File: config.mk
export PLATFORM = sky130hd
export DESIGN_NAME = tmr8_top
export DESIGN_NICKNAME = d
export VERILOG_FILES = /design/src/rtl/tmr8_pkg.sv /design/src/rtl/tmr8_prescale.sv /design/src/rtl/tmr8_counter.sv /design/src/rtl/tmr8_channel.sv /design/src/rtl/tmr8_top.sv
export SDC_FILE = /design/constraint.sdc
export NUM_CORES = 1
export LEC_CHECK = 0
export BUFFER_PORTS_ARGS = -buffer_cell sky130_fd_sc_hd__buf_2
export CAP_MARGIN = 20
export CORE_MARGIN = 2
export CORE_UTILIZATION = 55
export CTS_CLUSTER_DIAMETER = 150
export DETAILED_ROUTE_END_ITERATION = 10
export PLACE_DENSITY = 0.79
export SLEW_MARGIN = 5
export SYNTH_ARGS = -nofsm -noshare
export SYNTH_HDL_FRONTEND = slang
export SYNTH_SLANG_ARGS = --single-unit
File: constraint.sdc
create_clock -name clk -period 3.19 [get_ports clk]
set_clock_uncertainty 0.15 [all_clocks]
set_input_delay 0.7975 -clock clk [delete_from_list [all_inputs] [get_ports clk]]
set_output_delay 0.7975 -clock clk [all_outputs]
set_load 0.005 [all_outputs]
File: src/rtl/tmr8_pkg.sv
`timescale 1ns/1ps
package tmr8_pkg;

  typedef enum logic [1:0] {
    MODE_FREE = 2'd0,
    MODE_DOWN = 2'd1,
    MODE_MOD  = 2'd2,
    MODE_UPDN = 2'd3
  } cnt_mode_e;

  typedef enum logic [2:0] {
    ACT_SET     = 3'd0,
    ACT_CLR     = 3'd1,
    ACT_TGL     = 3'd2,
    ACT_UP_SET  = 3'd3,
    ACT_UP_CLR  = 3'd4,
    ACT_SET_TOP = 3'd5,
    ACT_CLR_BOT = 3'd6,
    ACT_NONE    = 3'd7
  } cmp_act_e;

  localparam int CTL_RUN   = 4;
  localparam int CTL_OVFIE = 3;
  localparam int CTL_CLR   = 2;
  localparam int CH_IE     = 6;
  localparam int CH_EN     = 2;
  localparam logic [7:0] CH_MASK = 8'h7C;

endpackage

File: src/rtl/tmr8_prescale.sv
`timescale 1ns/1ps
module tmr8_prescale #(
  parameter int PW = 3
) (
  input  logic          clk,
  input  logic          rst_n,
  input  logic          run,
  input  logic          clr,
  input  logic [PW-1:0] div,
  output logic          tick
);
  localparam int CW = (2 ** PW) - 1;

  logic [CW-1:0] pre_q, pre_d;
  logic [CW-1:0] mask;

  always_comb begin
    mask = ~({CW{1'b1}} << div);
    tick = run && ((pre_q & mask) == mask);
    if (clr || !run) pre_d = '0;
    else             pre_d = pre_q + CW'(1);
  end

  always_ff @(posedge clk or negedge rst_n) begin
    if (!rst_n) pre_q <= '0;
    else        pre_q <= pre_d;
  end


  stop_no_tick_chk: assert property (@(posedge clk) disable iff (!rst_n)
    !run |=> (pre_q == '0));

endmodule

File: src/rtl/tmr8_counter.sv
`timescale 1ns/1ps
module tmr8_counter
  import tmr8_pkg::*;
#(
  parameter int W = 8
) (
  input  logic         clk,
  input  logic         rst_n,
  input  logic         tick,
  input  logic         clr,
  input  cnt_mode_e    mode,
  input  logic [W-1:0] top,
  output logic [W-1:0] cnt,
  output logic         going_down,
  output logic         step,
  output logic         wrap
);
  localparam logic [W-1:0] ALL1 = {W{1'b1}};
  localparam logic [W-1:0] ONE  = W'(1);

  logic [W-1:0] cnt_q, cnt_d;
  logic         dn_q, dn_d;

  always_comb begin
    cnt_d = cnt_q;
    dn_d  = dn_q;
    wrap  = 1'b0;
    step  = tick && !clr;
    if (clr) begin
      cnt_d = '0;
      dn_d  = 1'b0;
    end else if (tick) begin
      unique case (mode)
        MODE_FREE: begin
          cnt_d = cnt_q + ONE;
          wrap  = (cnt_q == ALL1);
          dn_d  = 1'b0;
        end
        MODE_DOWN: begin
          dn_d = 1'b0;
          if (cnt_q == '0) begin
            cnt_d = top;
            wrap  = 1'b1;
          end else begin
            cnt_d = cnt_q - ONE;
          end
        end
        MODE_MOD: begin
          dn_d = 1'b0;
          if (cnt_q == top) begin
            cnt_d = '0;
            wrap  = 1'b1;
          end else begin
            cnt_d = cnt_q + ONE;
          end
        end
        default: begin
          if (!dn_q) begin
            if (cnt_q >= top) begin
              if (top != '0) begin
                cnt_d = cnt_q - ONE;
                dn_d  = 1'b1;
              end
            end else begin
              cnt_d = cnt_q + ONE;
            end
          end else if (cnt_q == '0) begin
            cnt_d = (top != '0) ? ONE : '0;
            dn_d  = 1'b0;
            wrap  = 1'b1;
          end else begin
            cnt_d = cnt_q - ONE;
          end
        end
      endcase
    end
  end

  always_ff @(posedge clk or negedge rst_n) begin
    if (!rst_n) begin
      cnt_q <= '0;
      dn_q  <= 1'b0;
    end else begin
      cnt_q <= cnt_d;
      dn_q  <= dn_d;
    end
  end

  assign cnt        = cnt_q;
  assign going_down = (mode == MODE_DOWN) || ((mode == MODE_UPDN) && dn_q);


  clear_zero_chk: assert property (@(posedge clk) disable iff (!rst_n)
    clr |=> (cnt_q == '0));


  hold_when_idle_chk: assert property (@(posedge clk) disable iff (!rst_n)
    (!tick && !clr) |=> $stable(cnt_q));


  mod_climb_chk: assert property (@(posedge clk) disable iff (!rst_n)
    (step && mode == MODE_MOD && cnt_q < top) |=> (cnt_q == $past(cnt_q) + ONE));


  down_reload_chk: assert property (@(posedge clk) disable iff (!rst_n)
    (step && mode == MODE_DOWN && cnt_q == '0) |=> (cnt_q == $past(top)));

endmodule

File: src/rtl/tmr8_channel.sv
`timescale 1ns/1ps
module tmr8_channel
  import tmr8_pkg::*;
#(
  parameter int W = 8
) (
  input  logic         clk,
  input  logic         rst_n,
  input  logic         step,
  input  logic [W-1:0] cnt,
  input  logic [W-1:0] val,
  input  logic         going_down,
  input  logic         en,
  input  cmp_act_e     act,
  output logic         pin,
  output logic         hit
);
  logic pin_q, pin_d;
  logic at_top, at_bot;

  always_comb begin
    hit    = step && en && (cnt == val);
    at_top = step && en && (cnt == {W{1'b1}});
    at_bot = step && en && (cnt == '0);
    pin_d  = pin_q;
    unique case (act)
      ACT_SET:     if (hit) pin_d = 1'b1;
      ACT_CLR:     if (hit) pin_d = 1'b0;
      ACT_TGL:     if (hit) pin_d = ~pin_q;
      ACT_UP_SET:  if (hit) pin_d = ~going_down;
      ACT_UP_CLR:  if (hit) pin_d = going_down;
      ACT_SET_TOP: if (hit) pin_d = 1'b1; else if (at_top) pin_d = 1'b0;
      ACT_CLR_BOT: if (hit) pin_d = 1'b0; else if (at_bot) pin_d = 1'b1;
      default:     pin_d = pin_q;
    endcase
  end

  always_ff @(posedge clk or negedge rst_n) begin
    if (!rst_n) pin_q <= 1'b0;
    else        pin_q <= pin_d;
  end

  assign pin = pin_q;


  disabled_hold_chk: assert property (@(posedge clk) disable iff (!rst_n)
    !en |=> $stable(pin_q));


  toggle_flip_chk: assert property (@(posedge clk) disable iff (!rst_n)
    (hit && act == ACT_TGL) |=> (pin_q != $past(pin_q)));


  dir_level_chk: assert property (@(posedge clk) disable iff (!rst_n)
    (hit && act == ACT_UP_SET) |=> (pin_q == !$past(going_down)));

endmodule

File: src/rtl/tmr8_top.sv
`timescale 1ns/1ps
module tmr8_top
  import tmr8_pkg::*;
#(
  parameter int W   = 8,
  parameter int NCH = 2,
  parameter int PW  = 3,
  parameter int AW  = 3
) (
  input  logic           clk,
  input  logic           rst_n,
  input  logic           bus_wr,
  input  logic [AW-1:0]  bus_addr,
  input  logic [7:0]     bus_wdata,
  output logic [7:0]     bus_rdata,
  output logic [NCH-1:0] cmp_out,
  output logic           irq
);
  localparam int FW = NCH + 1;
  localparam logic [AW-1:0] A_CTRL  = AW'(0);
  localparam logic [AW-1:0] A_CNT   = AW'(1);
  localparam logic [AW-1:0] A_FLAGS = AW'(2 + 2 * NCH);

  logic [1:0] rsync_q;
  logic       rst_i;

  always_ff @(posedge clk or negedge rst_n) begin
    if (!rst_n) rsync_q <= 2'b00;
    else        rsync_q <= {rsync_q[0], 1'b1};
  end
  assign rst_i = rsync_q[1];

  logic [7:0]    ctrl_q, ctrl_d;
  logic [7:0]    chctl_q [NCH];
  logic [7:0]    chctl_d [NCH];
  logic [W-1:0]  chval_q [NCH];
  logic [W-1:0]  chval_d [NCH];
  logic [FW-1:0] flags_q, flags_d;
  logic [NCH-1:0] hits;
  logic [FW-1:0] ie;

  logic         tick, step, wrap, going_down;
  logic [W-1:0] cnt;

  always_comb begin
    ctrl_d          = ctrl_q;
    ctrl_d[CTL_CLR] = 1'b0;
    if (bus_wr && bus_addr == A_CTRL) ctrl_d = bus_wdata;
    for (int i = 0; i < NCH; i++) begin
      chctl_d[i] = chctl_q[i];
      chval_d[i] = chval_q[i];
      if (bus_wr && bus_addr == AW'(2 + 2 * i)) chctl_d[i] = bus_wdata & CH_MASK;
      if (bus_wr && bus_addr == AW'(3 + 2 * i)) chval_d[i] = bus_wdata[W-1:0];
    end
    flags_d = flags_q;
    if (bus_wr && bus_addr == A_FLAGS) flags_d = flags_q & bus_wdata[FW-1:0];
    flags_d = flags_d | {hits, wrap};
  end

  always_ff @(posedge clk or negedge rst_i) begin
    if (!rst_i) begin
      ctrl_q  <= '0;
      flags_q <= '0;
      for (int i = 0; i < NCH; i++) begin
        chctl_q[i] <= '0;
        chval_q[i] <= '0;
      end
    end else begin
      ctrl_q  <= ctrl_d;
      flags_q <= flags_d;
      for (int i = 0; i < NCH; i++) begin
        chctl_q[i] <= chctl_d[i];
        chval_q[i] <= chval_d[i];
      end
    end
  end

  always_comb begin
    bus_rdata = '0;
    if (bus_addr == A_CTRL)  bus_rdata = ctrl_q;
    if (bus_addr == A_CNT)   bus_rdata = 8'(cnt);
    if (bus_addr == A_FLAGS) bus_rdata = 8'(flags_q);
    for (int i = 0; i < NCH; i++) begin
      if (bus_addr == AW'(2 + 2 * i)) bus_rdata = chctl_q[i];
      if (bus_addr == AW'(3 + 2 * i)) bus_rdata = 8'(chval_q[i]);
    end
  end

  always_comb begin
    ie[0] = ctrl_q[CTL_OVFIE];
    for (int i = 0; i < NCH; i++) ie[i+1] = chctl_q[i][CH_IE];
  end
  assign irq = |(flags_q & ie);

  tmr8_prescale #(.PW(PW)) u_pre (
    .clk  (clk),
    .rst_n(rst_i),
    .run  (ctrl_q[CTL_RUN]),
    .clr  (ctrl_q[CTL_CLR]),
    .div  (ctrl_q[7:8-PW]),
    .tick (tick)
  );

  tmr8_counter #(.W(W)) u_cnt (
    .clk       (clk),
    .rst_n     (rst_i),
    .tick      (tick),
    .clr       (ctrl_q[CTL_CLR]),
    .mode      (cnt_mode_e'(ctrl_q[1:0])),
    .top       (chval_q[0]),
    .cnt       (cnt),
    .going_down(going_down),
    .step      (step),
    .wrap      (wrap)
  );

  for (genvar g = 0; g < NCH; g++) begin : gen_ch
    tmr8_channel #(.W(W)) u_ch (
      .clk       (clk),
      .rst_n     (rst_i),
      .step      (step),
      .cnt       (cnt),
      .val       (chval_q[g]),
      .going_down(going_down),
      .en        (chctl_q[g][CH_EN]),
      .act       (cmp_act_e'(chctl_q[g][5:3])),
      .pin       (cmp_out[g]),
      .hit       (hits[g])
    );
  end


  flag_sticky_chk: assert property (@(posedge clk) disable iff (!rst_i)
    (flags_q[0] && !(bus_wr && bus_addr == A_FLAGS)) |=> flags_q[0]);


  clear_self_drop_chk: assert property (@(posedge clk) disable iff (!rst_i)
    (ctrl_q[CTL_CLR] && !(bus_wr && bus_addr == A_CTRL)) |=> !ctrl_q[CTL_CLR]);


  flag_write_zero_chk: assert property (@(posedge clk) disable iff (!rst_i)
    (bus_wr && bus_addr == A_FLAGS && bus_wdata[0] == 1'b0 && !wrap) |=> !flags_q[0]);

endmodule

==> impl_metrics.toml <==
[run_status]
outcome = "finished clean"

[placed_design]
gp_congestion = 1.002
io_buffers = 24
place_hpwl_microns = 8124
pre_cts_slack_ps = 169.8

[timing]
min_period_ps = 3035
max_slew_margin = 0.4885
hold_viol_final = 0
setup_ws_ps = 154.6
worstMarginPinSlew_ps = 767.3
rsz0062_at_grt = "no"
max_freq_mhz = 329.5
finalCritPeriodShare = 0.9515
setup_viol = 0
final_max_slew_viol_count = 0
setup-tns-final_ps = 0

[worst_setup_path]
critical_path.max_fanout = 20
r2r_start = "chval_q[11]"
end_kind = "output pin"
path_depth = 8
startpoint = "bus_addr[0]"
start_kind = "primary input"
cpMostUsedCell = "buf_2"
crit_path_max_incr_delay_ps = 320
crit_path_cell_trace = "buf_2 -> buf_4 -> a22oi_1 -> o22ai_1 -> o21ai_0 -> nand2_1 -> o211a_1 -> buf_2"
crit_buf_inv = 3
crit_type = "in -> out"
cp-endpoint = "bus_rdata[0]"
reg2regPathDepth = 9
critical_path.top_delay_family = "buffers and inverters"
reg2reg_slack_ps = 300
crit_required_ps = 2240
cpMaxStageDelayCell = "buf_2"
r2r-end = "u_cnt.cnt[3]"
worstPathArrival_ps = 2090

[worst_hold_path]
holdCritPathClass = "in -> async"

[global_routing]
grt_pass1_vias = 3444
grt_max_degree = 37
grt_pass1_wl_microns = 18040
antenna_found_initial = 0
gr-total-overflow = 0
grt.total_usage = 0.2770

[clock_network]
cts_hold_buf = 0
clk_latency_ps = 340
clock_path_buffers = 2
cts_root_buf = "clkbuf_8"
cts_buffers = 9
postCtsSetupRepairBufs = 0
clkSinkCount = 57
cts_tree = "yes"
h-tree-depth = 3
cts.clk_slew.worst_paths_ps = 60

[power_and_ir_drop]
netSwitchingPower_mw = 1.529
power_leakage_nw = 2.003
swShare = 0.4140
power_frac_seq = 0.321
p_comb_frac = 0.471
power_density_nw_per_um2 = 816.4
peakVddDrop_mv = 0.4375
clockPowerShare = 0.208
total_power_mw = 3.693
p_int_mw = 2.164

[detailed_routing]
final_antenna_net_count = 0
drcViolationCount = 0
drtPass1Iterations = 5
detail_route.iter0.violations = 351
viasPerCell = 6.437
wl_per_cell_microns = 19.99
route.vias.total = 3592
wirelength_microns = 11150

[synthesis]
syn-instance-count = 435
synth_enable_flop_cells = 0
ys_types = 67
syn_area_per_cell_sq_um = 9.541
synthesis.nets = 466
ys_seq_elements = 57
synthFlopType = "dfrtp_1"
async_flop_share = 1.000
syn_area_sq_um = 4150
synth-seq-area-share = 0.3437
synth_warnings = 0

[die]
dieHeight_microns = 90.87
rows = 31
start_util = 0.5691
dieArea_sq_um = 8256
dieWidth_microns = 90.87
coreArea_sq_um = 7292
io_pins = 25

[layout]
drive_gt1_frac = 0.2288
mostFrequentLayoutCell = "dfrtp_1"
area_delta_synth_final_pct = 8.984
insertedDiodeCount = 0
nNetsFinal = 487
final_cell_mix = "dfrtp_1 (56), mux2_2 (36), nand2_1 (36)"

[run]
cap_viol_max_count = 0
-- cell usage after synthesis, drive strengths merged, types with 3 or more instances --
cell type	number	share of area
a21boi	3	0.0054
a21oi	18	0.022
a221o	6	0.014
a221oi	3	0.0078
a22oi	6	0.011
a31oi	4	0.0060
a32o	7	0.017
and3	9	0.015
buf	15	0.023
clkbuf	15	0.028
dfrtp	57	0.34
ha	17	0.051
inv	21	0.019
mux2	36	0.098
mux2i	11	0.027
nand2	36	0.033
nand2b	8	0.012
nand3	21	0.027
nand4	4	0.0060
nor2	22	0.020
nor2b	6	0.0090
nor3	6	0.0072
nor3b	3	0.0054
o211ai	5	0.0090
o21ai	29	0.036
o221ai	3	0.0078
o22ai	5	0.0075
xnor2	17	0.036
xor2	8	0.017
-- worst reg2reg max path, cell delays in order (launching register included) --
cell and delay [ps]:
dfrtp_1 410, inv_1 100, ha_1 310, and3_1 210
a221o_1 370, a221oi_2 280, buf_4 260, mux2i_1 230
o221ai_1 140, a32o_1 310
-- what timing repair did --
item | 4_1_cts | 5_1_grt
gates resized for setup | 0 | 1
hold endpoints to repair | 0 | 0
endpoints found under the setup margin | 0 | 2
-- state kept, by name, summed over array words and instances, names as in the netlist, 2 cells and up --
signal	count
chctl_q	10
chval_q	16
rsync_q	2
u_cnt.cnt	8
flags_q	3
gen_ch.u_ch.pin	2
ctrl_q	8
u_pre.pre_q	7
-- how the worst min path moves through the flow --
stage | start | endpoint | slack (ps) | depth (start not counted)
after global routing | rst_n | rsync_q[1] | 80 | 1
after CTS | rst_n | rsync_q[0] | 80 | 1
after global placement | rsync_q[0] | rsync_q[1] | 190 | 0
final | rst_n | rsync_q[0] | 80 | 1
after detailed placement | rsync_q[0] | rsync_q[1] | 210 | 0
after floorplan | rsync_q[0] | rsync_q[1] | 180 | 0
-- area by class of cell --
cell class | count | area [sq um]
Clock inverter | 3 | 65.06
Timing Repair Buffer | 40 | 240.2
Clock buffer | 11 | 151.4
Multi-Input combinational cell | 326 | 2432
Tap cell | 99 | 123.9
Sequential cell | 57 | 1428
Fill cell | 638 | 2769
Inverter | 22 | 82.58
-- power by group through the flow --
stage | Clock, mW | Combinational (mW) | Sequential (mW)
2_1_floorplan | 0 | 1.47 | 1.04
3_3_place_gp | 0 | 1.64 | 1.18
3_5_place_dp | 0 | 1.69 | 1.19
4_1_cts | 0.769 | 1.71 | 1.17
5_1_grt | 0.801 | 1.89 | 1.20
6_report | 0.768 | 1.74 | 1.18
-- per-stage QoR --
step                      std cells  instance area [sq um]  hold WS [ps]    util
after floorplan                 435                   4150         181.2       -
after global placement          544                   4304         193.5  0.5903
after detailed placement        544                   4304         208.6  0.5903
after CTS                       558                   4521         82.46  0.6199
after global routing            558                   4523         76.67  0.6203
final                           558                   4523         82.87  0.6203
-- kinds of logic (layout without fill, tap and decap cells) --
| family | after synthesis | in the layout | synth area share |
|---|---|---|---|
| DFF | 57 | 57 | 0.3437 |
| muxes | 48 | 48 | 0.1296 |
| adders and majority gates | 17 | 17 | 0.05125 |
| buffers and inverters | 52 | 76 | 0.07085 |
| and+or+nand+nor | 127 | 127 | 0.1640 |
| other | 1 | 1 | 0.0009036 |
| xor gates and xnor gates | 25 | 25 | 0.05276 |
| AOI/OAI and AO/OA | 108 | 108 | 0.1869 |
-- routing by layer --
metal	share of wire	track usage
met5	0	0
met4	0.026	0.1136
met3	0.086	0.05092
met2	0.47	0.4434
met1	0.41	0.3714
Power figures use the tool's default switching activity.
